<file path="config.mk">
export PLATFORM = sky130hd
export DESIGN_NAME = lfsr3_gen
export DESIGN_NICKNAME = d
export VERILOG_FILES = /design/src/rtl/lfsr3_pkg.sv /design/src/rtl/lfsr3_seed_guard.sv /design/src/rtl/lfsr3_next.sv /design/src/rtl/lfsr3_gen.sv
export SDC_FILE = /design/constraint.sdc
export NUM_CORES = 1
export LEC_CHECK = 0
export BUFFER_PORTS_ARGS = -buffer_cell sky130_fd_sc_hd__buf_4
export CORE_AREA = 2 2 39 41
export CTS_BUF_LIST = sky130_fd_sc_hd__clkbuf_4 sky130_fd_sc_hd__clkbuf_8
export CTS_CLUSTER_DIAMETER = 30
export DETAILED_ROUTE_END_ITERATION = 10
export DIE_AREA = 0 0 41 43
export PLACE_DENSITY = 0.38
export SYNTH_ARGS = -nofsm -noshare
export SYNTH_HDL_FRONTEND = slang
export SYNTH_SLANG_ARGS = --single-unit
</file>
<file path="constraint.sdc">
create_clock -name clk -period 0.9 [get_ports clk]
set_clock_uncertainty 0.05 [all_clocks]
set_input_delay 0.045 -clock clk [delete_from_list [all_inputs] [get_ports clk]]
set_output_delay 0.045 -clock clk [all_outputs]
set_load 0.005 [all_outputs]
</file>
<file path="src/rtl/lfsr3_pkg.sv">
package lfsr3_pkg;
  localparam int unsigned ST_W = 3;
  typedef logic [ST_W-1:0] state_t;
  typedef enum logic {TOPO_OUTSIDE = 1'b0, TOPO_BETWEEN = 1'b1} topo_e;
  localparam state_t ALL_ONES = '1;
endpackage

</file>
<file path="src/rtl/lfsr3_seed_guard.sv">
module lfsr3_seed_guard
  import lfsr3_pkg::*;
(
  input  state_t seed_in,
  output state_t seed_safe
);
  // A zero seed would lock the register; substitute all ones.
  always_comb begin
    if (seed_in == '0) seed_safe = ALL_ONES;
    else               seed_safe = seed_in;
  end
endmodule

</file>
<file path="src/rtl/lfsr3_next.sv">
module lfsr3_next
  import lfsr3_pkg::*;
(
  input  state_t cur,
  input  logic   topo,
  output state_t nxt
);
  state_t nxt_outside;
  state_t nxt_between;
  logic   fb;

  assign fb = cur[0] ^ cur[ST_W-1];

  // Outside form: the XOR result enters stage 0 and the rest shift up.
  always_comb begin
    nxt_outside = '0;
    nxt_outside[0] = fb;
    for (int i = 1; i < ST_W; i++) nxt_outside[i] = cur[i-1];
  end

  // Between form: the last stage wraps to stage 0, the XOR lands in stage 1.
  always_comb begin
    nxt_between = '0;
    nxt_between[0] = cur[ST_W-1];
    for (int i = 1; i < ST_W; i++) nxt_between[i] = cur[i-1];
    nxt_between[1] = fb;
  end

  assign nxt = (topo == TOPO_BETWEEN) ? nxt_between : nxt_outside;
endmodule

</file>
<file path="src/rtl/lfsr3_gen.sv">
module lfsr3_gen
  import lfsr3_pkg::*;
#(
  parameter logic [2:0] RESET_SEED = 3'b111
) (
  input  logic       clk,
  input  logic       rst,
  input  logic       seed_load,
  input  logic [2:0] seed_val,
  input  logic       step_en,
  input  logic       topo_sel,
  output logic [2:0] lfsr_q,
  output logic       ser_o
);
  state_t state_r;
  state_t nxt;
  state_t safe_seed;

  lfsr3_seed_guard u_guard (
    .seed_in  (seed_val),
    .seed_safe(safe_seed)
  );

  lfsr3_next u_next (
    .cur (state_r),
    .topo(topo_sel),
    .nxt (nxt)
  );

  always_ff @(posedge clk) begin
    if (rst)            state_r <= RESET_SEED;
    else if (seed_load) state_r <= safe_seed;
    else if (step_en)   state_r <= nxt;
  end

  assign lfsr_q = state_r;
  assign ser_o  = state_r[ST_W-1];
endmodule

</file>
==> summary.txt <==
Logic synthesis
  • Yosys warnings: 0
  • Yosys top cell by area: dfxtp_1
  • Post-Synth XOR/XNOR Area: 0%
  • Gate Count Post-Synth: 23
  • Largest family of logic cells by synthesized area: compound AO/OA/AOI/OAI gates
  • Mapped cell area: 189 um^2
  • Yosys reg bits: 3
  • Synth Area per Inst: 8.21 um^2
  • Synth Area in Simple Gates: 20.5%
  • Synth Area in Compound Gates: 36.4%
  • Top cell type's share of synthesized area: 31.8%
  • Yosys cell types: 16
  • Commonest cells in the netlist: dfxtp_1 (3), nor2_1 (3), o21bai_1 (3)
  • Synth Net Count: 31
  • Post-Synth Adder-Cell Area: 0%
  • Post-synth ARST share: 0%
  • Sequential fraction of the synthesis area: 31.8%
  • EDFF count, synth: 0
  • Synth area leaders: dfxtp_1 (32%), o21bai_1 (12%), nor2_1 (6.0%)
  • Multiplexer share of the synthesized area: 5.30%
  • Ys flop type: dfxtp_1

Worst setup path
  • Buffer and inverter count on the worst path: 0
  • Startpoint types: flip-flop
  • WP data required: 0.96 ns
  • Worst Setup SP: lfsr_q[2]
  • Crit Path Max Fanout: 5
  • Crit path capture type: flip-flop
  • WP data arrival: 1.07 ns
  • Slowest stage delay, CP: 0.35 ns
  • Crit path kind: flip-flop to flip-flop
  • R2r startpoint: lfsr_q[2]
  • CP delay by family, top: flip-flops
  • Slowest stage cell, crit path: dfxtp_4
  • CP cell instances: and3_1 > o21ai_1 > a221o_1

STA
  • Minimum clock period after layout: 1.01 ns
  • Hold Vio Cnt, Final: 0
  • Slew Viols, Final: 0
  • Final setup fails: 5
  • Max Clk Rate: 991 MHz
  • Setup slack after layout: -0.109 ns
  • Worst Max-Slew Pin Slew: 0.200 ns
  • Tcrit/Tclk final: 112%
  • Setup_tns: -0.185 ns
  • Worst slew margin: 86.5%
  • RSZ-0062 raised after global routing: yes

Global routing
  • Antenna violations before repair: 0
  • First-pass GRT wire length: 876 um
  • Vias in the first global route: 235
  • GRT overflow: 0
  • Total track usage: 7.73%
  • Largest net degree at the start of global routing: 8

Clocking
  • CTS Buf Count: 3
  • Root buf cell: clkbuf_4
  • Clock Sinks: 3
  • Clock Tree Buf Depth: 2
  • H-tree depth: 1
  • Worst-Skew Late Latency: 0.23 ns
  • CTS tree: built
  • Clk slew on worst S/H paths: 0.04 ns

Placement
  • Post-placement cell count: 51
  • GPL Wtd Cong: 0.725
  • I/O Buffers: 11
  • HPWL after DPL: 420 um

Floorplanning
  • Core box area: 1380 um^2
  • Die W: 41 um
  • Initial Utilization: 13.7%
  • Die area: 1760 um^2
  • Num rows: 14
  • # IOs: 12
  • Die height: 43 um

Finish
  • Post-route insts no fill: 57
  • Largest register FFs: 3
  • Area growth from synthesis to layout: 92.1%
  • Number of diodes: 0
  • Layout cells sized above 1: 56.1%
  • Post-layout nets: 50
  • # fillers: 142

Drt
  • # DRC: 0
  • WL/cell: 9.44 um
  • Drt first pass iters: 4
  • Vias: 246
  • Drt total wl: 538 um
  • DRT antenna net count: 0
  • DRT iter0 DRCs: 3
  • Drt via density: 4.32

Pwr
  • Peak supply drop: 0.548 mV
  • Leakage power: 0.000167 uW
  • PwrDens: 1480 nW/um^2

Run status
  • Failing checks: setup timing
  • Status: finished with violations

Worst hold path
  • Hold crit path type: primary input to flip-flop
  • Worst min-delay path startpoint: seed_val[2]

Flow run
  • Max cap viols: 0
==> layer usage <==
layer  track usage (%)  up-vias  wire [um]
met1              9.32      111        252
li1                  -      123          -
met3              4.71        0         59
met2              9.38       12        226
met5                 0        -          0
met4              6.00        0          0
==> final timing paths <==
| check | slack, ns | cells past startpoint | endpoint |
|---|---|---|---|
| setup / recovery | -0.11 | 3 | lfsr_q[1] |
| hold / removal | 0.04 | 3 | lfsr_q[2] |
| setup reg to reg | -0.11 | 3 | lfsr_q[1] |
| hold reg to reg | 0.48 | 2 | lfsr_q[0] |
==> cell families after synthesis <==
kind of cell / after synthesis
compound gates: 10
buf+inv: 2
flops: 3
mux: 1
simple gates: 7
==> worst min-delay path: stages <==
cell and delay (ns):
buf_4 0.09, nor3b_1 0.04, o21bai_1 0.10
==> power by group <==
part           internal [uW]  switching (uW)
combinational           77.2            48.2
clock                    196            64.9
sequential               144            8.19
total                    417             121
==> repair_timing <==
action,CTS,global route
setup endpoints to repair,5,6
hold endpoints to repair,3,0
hold buffers,1,0
pin swaps,1,2
resized for setup,1,5
setup buffers,1,0
==> metrics by stage <==
step | hold slack [ns] | setup WS (ns) | cell area (um^2) | total power [uW] | util (%)
2_1_floorplan | 0.0998 | -0.0929 | 191 | 199 | -
3_3_place_gp | 0.206 | -0.102 | 302 | 266 | 21.8
3_5_place_dp | 0.215 | -0.116 | 302 | 265 | 21.8
4_1_cts | 0.0187 | -0.120 | 349 | 549 | 25.2
5_1_grt | 0.0383 | -0.168 | 363 | 576 | 26.2
6_report | 0.0351 | -0.109 | 363 | 539 | 26.2
==> layout make-up <==
type                       instances  area [um^2]  area share [%]
sequential                         3         65.1            17.9
timing repair buffer              15          115            31.7
clock buffer                       4         30.0            8.28
tap                               16         20.0            5.52
multi-input combinational         18          129            35.5
inverter                           1         3.75            1.03
==> cells in the final DEF, fill, tap and decap left out, types with 2 or more instances in the layout <==
cell,Yosys,layout
buf_4,1,14
clkbuf_4,0,4
nor2_1,3,3
o21ai_1,1,2
o21bai_1,3,3
No activity file was read; power rests on OpenSTA's default activity.
